<file path="src/rtl/alu8_pkg.sv">
package alu8_pkg;

   localparam int OPW = 5;

   typedef enum logic [OPW-1:0] {
      OP_ADD  = 5'd0,
      OP_ADC  = 5'd1,
      OP_SUB  = 5'd2,
      OP_SBB  = 5'd3,
      OP_CMP  = 5'd4,
      OP_DAC  = 5'd5,
      OP_DSB  = 5'd6,
      OP_MPY  = 5'd7,
      OP_AND  = 5'd8,
      OP_OR   = 5'd9,
      OP_XOR  = 5'd10,
      OP_MOV  = 5'd11,
      OP_INV  = 5'd12,
      OP_SWP  = 5'd13,
      OP_TST  = 5'd14,
      OP_CLR  = 5'd15,
      OP_INC  = 5'd16,
      OP_DEC  = 5'd17,
      OP_RL   = 5'd18,
      OP_RLC  = 5'd19,
      OP_RR   = 5'd20,
      OP_RRC  = 5'd21,
      OP_DECD = 5'd22
   } alu_op_e;

endpackage

</file>
<file path="src/rtl/alu8_addsub.sv">
module alu8_addsub #(
   parameter int W      = 8,
   parameter bit BCD_EN = 1'b1
) (
   input  logic [W-1:0] a,
   input  logic [W-1:0] b,
   input  logic         cin,
   input  logic         sub,
   input  logic         dec,
   output logic [W-1:0] sum,
   output logic         cout
);

   localparam int NN = W / 4;

   logic [W:0]   bin_full;
   logic [W-1:0] b_eff;

   assign b_eff    = sub ? ~b : b;
   assign bin_full = {1'b0, a} + {1'b0, b_eff} + {{W{1'b0}}, cin};

   generate
      if (BCD_EN) begin : g_bcd
         logic [W-1:0] dsum;
         logic         dcout;

         always_comb begin
            logic       k;
            logic [4:0] t;
            k    = sub ? ~cin : cin;
            t    = '0;
            dsum = '0;
            for (int g = 0; g < NN; g++) begin
               if (sub) begin
                  t = {1'b0, a[4*g +: 4]} - {1'b0, b[4*g +: 4]} - {4'b0, k};
                  k = t[4];
                  dsum[4*g +: 4] = t[4] ? (t[3:0] + 4'd10) : t[3:0];
               end else begin
                  t = {1'b0, a[4*g +: 4]} + {1'b0, b[4*g +: 4]} + {4'b0, k};
                  k = (t > 5'd9);
                  dsum[4*g +: 4] = k ? (t[3:0] + 4'd6) : t[3:0];
               end
            end
            dcout = sub ? ~k : k;
         end

         assign sum  = dec ? dsum  : bin_full[W-1:0];
         assign cout = dec ? dcout : bin_full[W];
      end else begin : g_bin
         assign sum  = bin_full[W-1:0];
         assign cout = bin_full[W];
      end
   endgenerate

endmodule

</file>
<file path="src/rtl/alu8_logic.sv">
module alu8_logic
   import alu8_pkg::*;
#(
   parameter int W = 8
) (
   input  alu_op_e      op,
   input  logic [W-1:0] a,
   input  logic [W-1:0] b,
   input  logic         cin,
   output logic [W-1:0] res,
   output logic         cout
);

   localparam int H = W / 2;

   always_comb begin
      res  = a;
      cout = 1'b0;
      case (op)
         OP_AND: res = a & b;
         OP_OR:  res = a | b;
         OP_XOR: res = a ^ b;
         OP_MOV: res = b;
         OP_INV: res = ~a;
         OP_SWP: res = {a[H-1:0], a[W-1:H]};
         OP_TST: res = a;
         OP_CLR: res = '0;
         OP_RL: begin
            res  = {a[W-2:0], a[W-1]};
            cout = a[W-1];
         end
         OP_RLC: begin
            res  = {a[W-2:0], cin};
            cout = a[W-1];
         end
         OP_RR: begin
            res  = {a[0], a[W-1:1]};
            cout = a[0];
         end
         OP_RRC: begin
            res  = {cin, a[W-1:1]};
            cout = a[0];
         end
         default: ;
      endcase
   end

endmodule

</file>
<file path="src/rtl/alu8_mul.sv">
module alu8_mul #(
   parameter int W      = 8,
   parameter bit MUL_EN = 1'b1
) (
   input  logic [W-1:0]   a,
   input  logic [W-1:0]   b,
   output logic [2*W-1:0] p
);

   localparam int DW = 2 * W;

   generate
      if (MUL_EN) begin : g_mul
         assign p = DW'(a) * DW'(b);
      end else begin : g_nomul
         assign p = '0;
      end
   endgenerate

endmodule

</file>
<file path="src/rtl/alu8_core.sv">
module alu8_core
   import alu8_pkg::*;
#(
   parameter int W      = 8,
   parameter bit BCD_EN = 1'b1,
   parameter bit MUL_EN = 1'b1
) (
   input  logic            clk,
   input  logic            rst_n,
   input  logic            in_valid,
   input  logic [OPW-1:0]  op,
   input  logic [W-1:0]    src,
   input  logic [2*W-1:0]  dst,
   input  logic            c_in,
   input  logic            n_in,
   input  logic            z_in,
   input  logic            i_in,
   output logic            out_valid,
   output logic [2*W-1:0]  result,
   output logic            wr_en,
   output logic            c_out,
   output logic            n_out,
   output logic            z_out,
   output logic            i_out
);

   localparam int DW = 2 * W;

   generate
      if ((W % 4) != 0 || W < 4) begin : g_bad_width
         $error("alu8_core: W must be a multiple of 4 and at least 4");
      end
   endgenerate

   alu_op_e op_e;
   assign op_e = alu_op_e'(op);

   // adder/subtractor controls
   logic [W-1:0] as_b;
   logic         as_cin, as_sub, as_dec;
   logic [W-1:0] as_sum;
   logic         as_cout;

   always_comb begin
      as_b   = src;
      as_cin = 1'b0;
      as_sub = 1'b0;
      as_dec = 1'b0;
      case (op_e)
         OP_ADC: as_cin = c_in;
         OP_SUB, OP_CMP: begin
            as_sub = 1'b1;
            as_cin = 1'b1;
         end
         OP_SBB: begin
            as_sub = 1'b1;
            as_cin = c_in;
         end
         OP_DAC: begin
            as_dec = 1'b1;
            as_cin = c_in;
         end
         OP_DSB: begin
            as_dec = 1'b1;
            as_sub = 1'b1;
            as_cin = c_in;
         end
         OP_INC: begin
            as_b   = '0;
            as_cin = 1'b1;
         end
         OP_DEC: begin
            as_b   = '0;
            as_sub = 1'b1;
         end
         default: ;
      endcase
   end

   alu8_addsub #(.W(W), .BCD_EN(BCD_EN)) u_addsub (
      .a    (dst[W-1:0]),
      .b    (as_b),
      .cin  (as_cin),
      .sub  (as_sub),
      .dec  (as_dec),
      .sum  (as_sum),
      .cout (as_cout)
   );

   logic [W-1:0] lg_res;
   logic         lg_cout;

   alu8_logic #(.W(W)) u_logic (
      .op   (op_e),
      .a    (dst[W-1:0]),
      .b    (src),
      .cin  (c_in),
      .res  (lg_res),
      .cout (lg_cout)
   );

   logic [DW-1:0] prod;

   alu8_mul #(.W(W), .MUL_EN(MUL_EN)) u_mul (
      .a (src),
      .b (dst[W-1:0]),
      .p (prod)
   );

   logic [DW-1:0] pair_dec;
   assign pair_dec = dst - DW'(1);

   // outcome selection
   logic [DW-1:0] nx_res;
   logic          nx_we, nx_c, nx_n, nx_z, byte_flags;

   always_comb begin
      nx_res     = '0;
      nx_we      = 1'b0;
      nx_c       = c_in;
      nx_n       = n_in;
      nx_z       = z_in;
      byte_flags = 1'b0;
      case (op_e)
         OP_ADD, OP_ADC, OP_SUB, OP_SBB, OP_INC, OP_DEC: begin
            nx_res     = DW'(as_sum);
            nx_we      = 1'b1;
            nx_c       = as_cout;
            byte_flags = 1'b1;
         end
         OP_CMP: begin
            nx_res     = DW'(as_sum);
            nx_c       = as_cout;
            byte_flags = 1'b1;
         end
         OP_DAC, OP_DSB: begin
            if (BCD_EN) begin
               nx_res     = DW'(as_sum);
               nx_we      = 1'b1;
               nx_c       = as_cout;
               byte_flags = 1'b1;
            end
         end
         OP_MPY: begin
            if (MUL_EN) begin
               nx_res = prod;
               nx_we  = 1'b1;
               nx_c   = 1'b0;
               nx_n   = prod[DW-1];
               nx_z   = ~|prod[DW-1:W];
            end
         end
         OP_AND, OP_OR, OP_XOR, OP_MOV, OP_INV, OP_SWP, OP_TST, OP_CLR,
         OP_RL, OP_RLC, OP_RR, OP_RRC: begin
            nx_res     = DW'(lg_res);
            nx_we      = (op_e != OP_TST);
            nx_c       = lg_cout;
            byte_flags = 1'b1;
         end
         OP_DECD: begin
            nx_res = pair_dec;
            nx_we  = 1'b1;
            nx_c   = |dst;
            nx_n   = pair_dec[DW-1];
            nx_z   = ~|pair_dec;
         end
         default: ;
      endcase
      if (byte_flags) begin
         nx_n = nx_res[W-1];
         nx_z = ~|nx_res[W-1:0];
      end
   end

   always_ff @(posedge clk or negedge rst_n) begin
      if (!rst_n) begin
         out_valid <= 1'b0;
         wr_en     <= 1'b0;
         result    <= '0;
         c_out     <= 1'b0;
         n_out     <= 1'b0;
         z_out     <= 1'b0;
         i_out     <= 1'b0;
      end else begin
         out_valid <= in_valid;
         wr_en     <= in_valid & nx_we;
         if (in_valid) begin
            result <= nx_res;
            c_out  <= nx_c;
            n_out  <= nx_n;
            z_out  <= nx_z;
            i_out  <= i_in;
         end
      end
   end

endmodule

</file>
<file path="config.mk">
export PLATFORM = sky130hd
export DESIGN_NAME = alu8_core
export DESIGN_NICKNAME = d
export VERILOG_FILES = /design/src/rtl/alu8_pkg.sv /design/src/rtl/alu8_addsub.sv /design/src/rtl/alu8_logic.sv /design/src/rtl/alu8_mul.sv /design/src/rtl/alu8_core.sv
export SDC_FILE = /design/constraint.sdc
export NUM_CORES = 1
export LEC_CHECK = 0
export ABC_CLOCK_PERIOD_IN_PS = 1100
export BUFFER_PORTS_ARGS = -buffer_cell sky130_fd_sc_hd__buf_2
export CAP_MARGIN = 20
export CORE_AREA = 2 2 104 106
export CTS_CLUSTER_SIZE = 8
export DETAILED_ROUTE_END_ITERATION = 10
export DIE_AREA = 0 0 106 108
export PLACE_DENSITY = 0.87
export SYNTH_ARGS = -nofsm -noshare
export SYNTH_HDL_FRONTEND = slang
export SYNTH_SLANG_ARGS = --single-unit
</file>
<file path="constraint.sdc">
create_clock -name clk -period 1.1 [get_ports clk]
set_clock_uncertainty 0.2 [all_clocks]
set_input_delay 0.165 -clock clk [delete_from_list [all_inputs] [get_ports clk]]
set_output_delay 0.165 -clock clk [all_outputs]
set_load 0.02 [all_outputs]
</file>
==> results_dict.tcl, run 1 <==
set metrics [dict create \
    clock_path_buffers 2 \
    synth-edff-count 0 \
    grt_max_degree 39 \
    haltStage "5_1_grt" \
    dp.cells 1192 \
    status "stopped before the end" \
    synthesis.area_sq_um 6422 \
    die_y_um 108 \
    finalWeightedCongestion 1.107 \
    synthCells 812 \
    synthTopCellsByArea "ha_1 16%, fa_1 14%, dfrtp_1 8.6%" \
    error "[ERROR GRT-0116] Global routing finished with congestion. Check the congestion regions in the DRC Viewer." \
    synth_top_cell_area_share_pct 15.78 \
    synth_top_flop_cell "dfrtp_1" \
    grt_pass1_wl_mm 64.05 \
    synth-compound-area-share_pct 22.79 \
    clock-sinks 22 \
    grt.overflow.total 179 \
    ys_warn_count 0 \
    synthMuxAreaShare_pct 2.786 \
    synth.avg_cell_area_sq_um 7.909 \
    core.rowCount 37 \
    fp.dieW_um 106 \
    ys_seq_elements 22 \
    synthAdderAreaFrac_pct 30.12 \
    io_buffers 57 \
    io_pins 58 \
    clockRootBuffer "clkbuf_8" \
    hpwl_mm 20.56 \
    synth_top_family_by_area "adder cells" \
    async_flop_share_pct 100.0 \
    synth.largest_area_cell "ha_1" \
    htreeDepth 1 \
    start_util_pct 62.77 \
    seq_area_frac_synth_pct 8.572 \
    synth.distinct_cells 91 \
    synth-xor-area-share_pct 5.669 \
    syn_nets 975 \
    cts_inserted_buffers 3 \
    track_usage_pct 74.11 \
    synthSimpleGateAreaFrac_pct 20.65 \
    grt_pass1_vias 10995 \
]
==> stage by stage <==
step / utilization [%] / area (sq um) / setup WS, ns
floorplan: - / 6718 / -4.310
CTS: 94.01 / 9618 / -4.191
global placement: 83.98 / 8592 / -4.251
detailed placement: 83.98 / 8592 / -4.479
==> Yosys cell counts (all sizes together) (7+ instances only) <==
library cell and number:
clkbuf 15, nand2b 13, a31oi 8, o21ai 29, nand3 16, dfrtp 22
mux2i 10, nor3b 7, and2 8, inv 99, xor2 12, a22oi 12
nand4 11, o22a 8, nor2 82, nand2 67, fa 46, o22ai 7
a21oi 49, nor4 8, buf 25, ha 81, mux2 7, o21a 7
nor2b 12, xnor2 26, nor3 15
==> repair_timing <==
item                       CTS
hold endpoints to repair    23
pin swaps                   79
hold buffers                 1
cloned                       0
setup endpoints to repair   42
gates resized for setup    173
buffers inserted            41
==> metal layers <==
metal / global-route usage [%] / overflow
met2: 98.11 / 108
met3: 50.03 / 2
met1: 69.71 / 0
met4: 87.69 / 69
met5: 7.143 / 0
==> logic make-up after synthesis <==
family                   Yosys count
AND/OR/NAND/NOR                  263
AO/OA/AOI/OAI                    202
multiplexers                      17
flip-flops                        22
adder cells (fa/ha/maj)          127
XOR/XNOR                          39
buffers and inverters            142
==> run 2: changes to the inputs <==
--- a/config.mk
+++ b/config.mk
@@ -8,11 +8,10 @@
 export ABC_CLOCK_PERIOD_IN_PS = 1100
 export BUFFER_PORTS_ARGS = -buffer_cell sky130_fd_sc_hd__buf_2
 export CAP_MARGIN = 20
-export CORE_AREA = 2 2 104 106
-export CTS_CLUSTER_SIZE = 8
+export CORE_AREA = 2 2 130 132
 export DETAILED_ROUTE_END_ITERATION = 10
-export DIE_AREA = 0 0 106 108
-export PLACE_DENSITY = 0.87
+export DIE_AREA = 0 0 132 134
+export PLACE_DENSITY_LB_ADDON = 0.15
 export SYNTH_ARGS = -nofsm -noshare
 export SYNTH_HDL_FRONTEND = slang
 export SYNTH_SLANG_ARGS = --single-unit
==> run 2 against run 1 <==
Effect of this change: the flow now finishes, with violations (hold timing, setup timing); synthesized area did not move; synthesized cell count did not move.
==> results_dict.tcl, run 2 <==
set metrics [dict create \
    clockRootBuffer "clkbuf_16" \
    rsz0062_at_grt "true" \
    antenna_found_initial 1 \
    grt_max_degree 25 \
    core_sq_um 16290 \
    violations "hold timing, setup timing" \
    hpwl_mm 19.85 \
    die_y_um 134 \
    area_growth_pct 58.64 \
    synthCells 812 \
    vias 7227 \
    synth_top_flop_cell "dfrtp_1" \
    setup_ws_ns -3.827 \
    drc 0 \
    worst_ep_arrival_time_ns 4.91 \
    hold_class "input port to register" \
    critPathMaxFanout 5 \
    cp-end-kind "register" \
    place_ws_ns -4.429 \
    io_buffers 57 \
    vias_per_cell 5.334 \
    drt-total-wl_mm 24.94 \
    synthesis.area_sq_um 6422 \
    r2r_slack_ns -0.14 \
    dpl-instance-area_sq_um 8815 \
    cp.required_ns 1.09 \
    clock_path_buffers 2 \
    start_util_pct 39.43 \
    finalCritPeriodShare_pct 447.9 \
    drv_slew 0 \
    regMostFlops "result" \
    tightest_slew_ns 0.6020 \
    final_nets 1298 \
    clock-sinks 22 \
    max_cap_viol_count 0 \
    ys_seq_elements 22 \
    async_flop_share_pct 100.0 \
    period_needed_ns 4.927 \
    yosys-top-cells-count "97 x inv_1, 82 x nor2_1, 81 x ha_1" \
    post-route-cell-area_sq_um 10190 \
    clk_latency_ns 0.25 \
    grt_pass1_wl_mm 38.66 \
    synth.avg_cell_area_sq_um 7.909 \
    track_usage_pct 27.73 \
    synth.largest_area_cell "ha_1" \
    fill_cells 1467 \
    setup_tns_ns -60.44 \
    cts_tree "done" \
    critical_path_class "input port to register" \
    syn_nets 975 \
    largest_register_ffs 16 \
    clock.fmax_mhz 203.0 \
    peakVddDrop_v 0.001380 \
    io_pins 58 \
    status "finished with violations" \
    p_per_area_nw_per_um2 1236 \
    cts_inserted_buffers 3 \
    htreeDepth 1 \
    finalWeightedCongestion 0.9647 \
    synth-edff-count 0 \
    grt_pass1_vias 7338 \
    holdBufCountCts 1 \
    synthTopCellsByArea "ha_1 16%, fa_1 14%, dfrtp_1 8.6%" \
    drtAntennaViolNets 0 \
    routedWlPerCell_um 18.41 \
    final_hold_viol_count 1 \
    ys_warn_count 0 \
    final_cell_mix "277 x buf_4, 74 x inv_1, 70 x nor2_1, 70 x ha_1, 57 x nand2_1" \
    setup_violations 42 \
    core.rowCount 47 \
    slew-limit-headroom_pct 59.44 \
    start_kind "input port" \
    final_common_cell "buf_4" \
    drt_first_pass_iters 5 \
    path_clk_slew_ns 0.06 \
    synth_top_cell_area_share_pct 15.78 \
    drive_gt1_share_pct 46.74 \
    hold_slack_ns -0.05607 \
    grt.overflow.total 0 \
    initialDrtViolationCount 468 \
    synth.distinct_cells 91 \
    fp.dieW_um 132 \
    die-area_sq_um 17690 \
    synth.most_common_cell "inv_1" \
    p_leak_nw 4.857 \
    seq_area_frac_synth_pct 8.572 \
]
[run 2: critical path: stages]
cell and delay [ns]:
buf_8 0.09, buf_6 0.11, nand2b_4 0.05, a211o_1 0.32
and2_4 0.17, xnor2_4 0.15, inv_2 0.07, fa_2 0.20
inv_2 0.04, fa_2 0.56, inv_2 0.06, a2111oi_4 0.42
o2bb2ai_4 0.11, o21ai_2 0.14, inv_1 0.07, fa_2 0.35
inv_2 0.07, fa_2 0.23, xnor2_2 0.14, inv_2 0.08
ha_4 0.16, and2_4 0.14, buf_4 0.13, o311a_1 0.28
o31ai_1 0.20, a31oi_1 0.13, buf_4 0.16, a21oi_2 0.10
[run 2: power breakdown]
group / internal, mW / switching, mW
registers: 0.919 / 0.0841
logic: 5.48 / 5.09
clock network: 0.723 / 0.298
total: 7.12 / 5.47
[run 2: logic make-up (layout without fill, tap and decap cells)]
family | after synthesis | count (layout) | share of synthesized area, %
adders and majority gates | 127 | 127 | 30.12
xor gates and xnor gates | 39 | 39 | 5.669
DFF | 22 | 22 | 8.572
buffers and inverters | 142 | 464 | 9.410
and+or+nand+nor | 263 | 263 | 20.65
other | 0 | 1 | 0
AOI/OAI and AO/OA | 202 | 202 | 22.79
muxes | 17 | 17 | 2.786
[run 2: final cells by class]
type	instances	area, sq um	area share [%]
timing repair buffer	358	2877	28.23
sequential	22	550.5	5.403
tap	220	275.3	2.702
clock inverter	1	30.03	0.2947
clock buffer	3	75.07	0.7368
multi-input combinational	648	5963	58.53
antenna	1	2.502	0.02456
inverter	102	415.4	4.077
[run 2: repair_timing]
item / CTS / global route
endpoints found under the setup margin: 42 / 42
endpoints found under the hold margin: 23 / 1
setup buffers: 62 / 16
resized for setup: 178 / 38
gates cloned: 0 / 0
pin swaps: 99 / 57
[run 2: path summary, 6_finish.rpt]
kind / startpoint / endpoint / depth (start not counted)
max: op[1] / result[5] / 28
min: i_in / i_out / 2
max reg2reg: z_out / z_out / 4
min reg2reg: result[14] / result[14] / 1
max in group asynchronous: rst_n / result[14] / 3
min in group asynchronous: rst_n / out_valid / 3
[run 2: metal layers]
layer / track usage [%] / up-vias / routed length [um] / part of all wire, %
li1: - / 3488 / - / -
met1: 35.41 / 3495 / 10650 / 43
met2: 49.59 / 197 / 12390 / 50
met3: 3.288 / 47 / 1231 / 4.9
met4: 7.367 / 0 / 674 / 2.7
met5: 0 / - / 0 / 0
[run 2: stage by stage]
stage	cells	util (%)	total power, mW
2_1_floorplan	812	-	5.944
4_1_cts	1339	60.77	11.81
3_5_place_dp	1295	54.11	9.450
5_1_grt	1354	62.53	13.53
3_3_place_gp	1295	54.11	9.435
6_report	1355	62.55	12.59
Power figures use the tool's default switching activity.
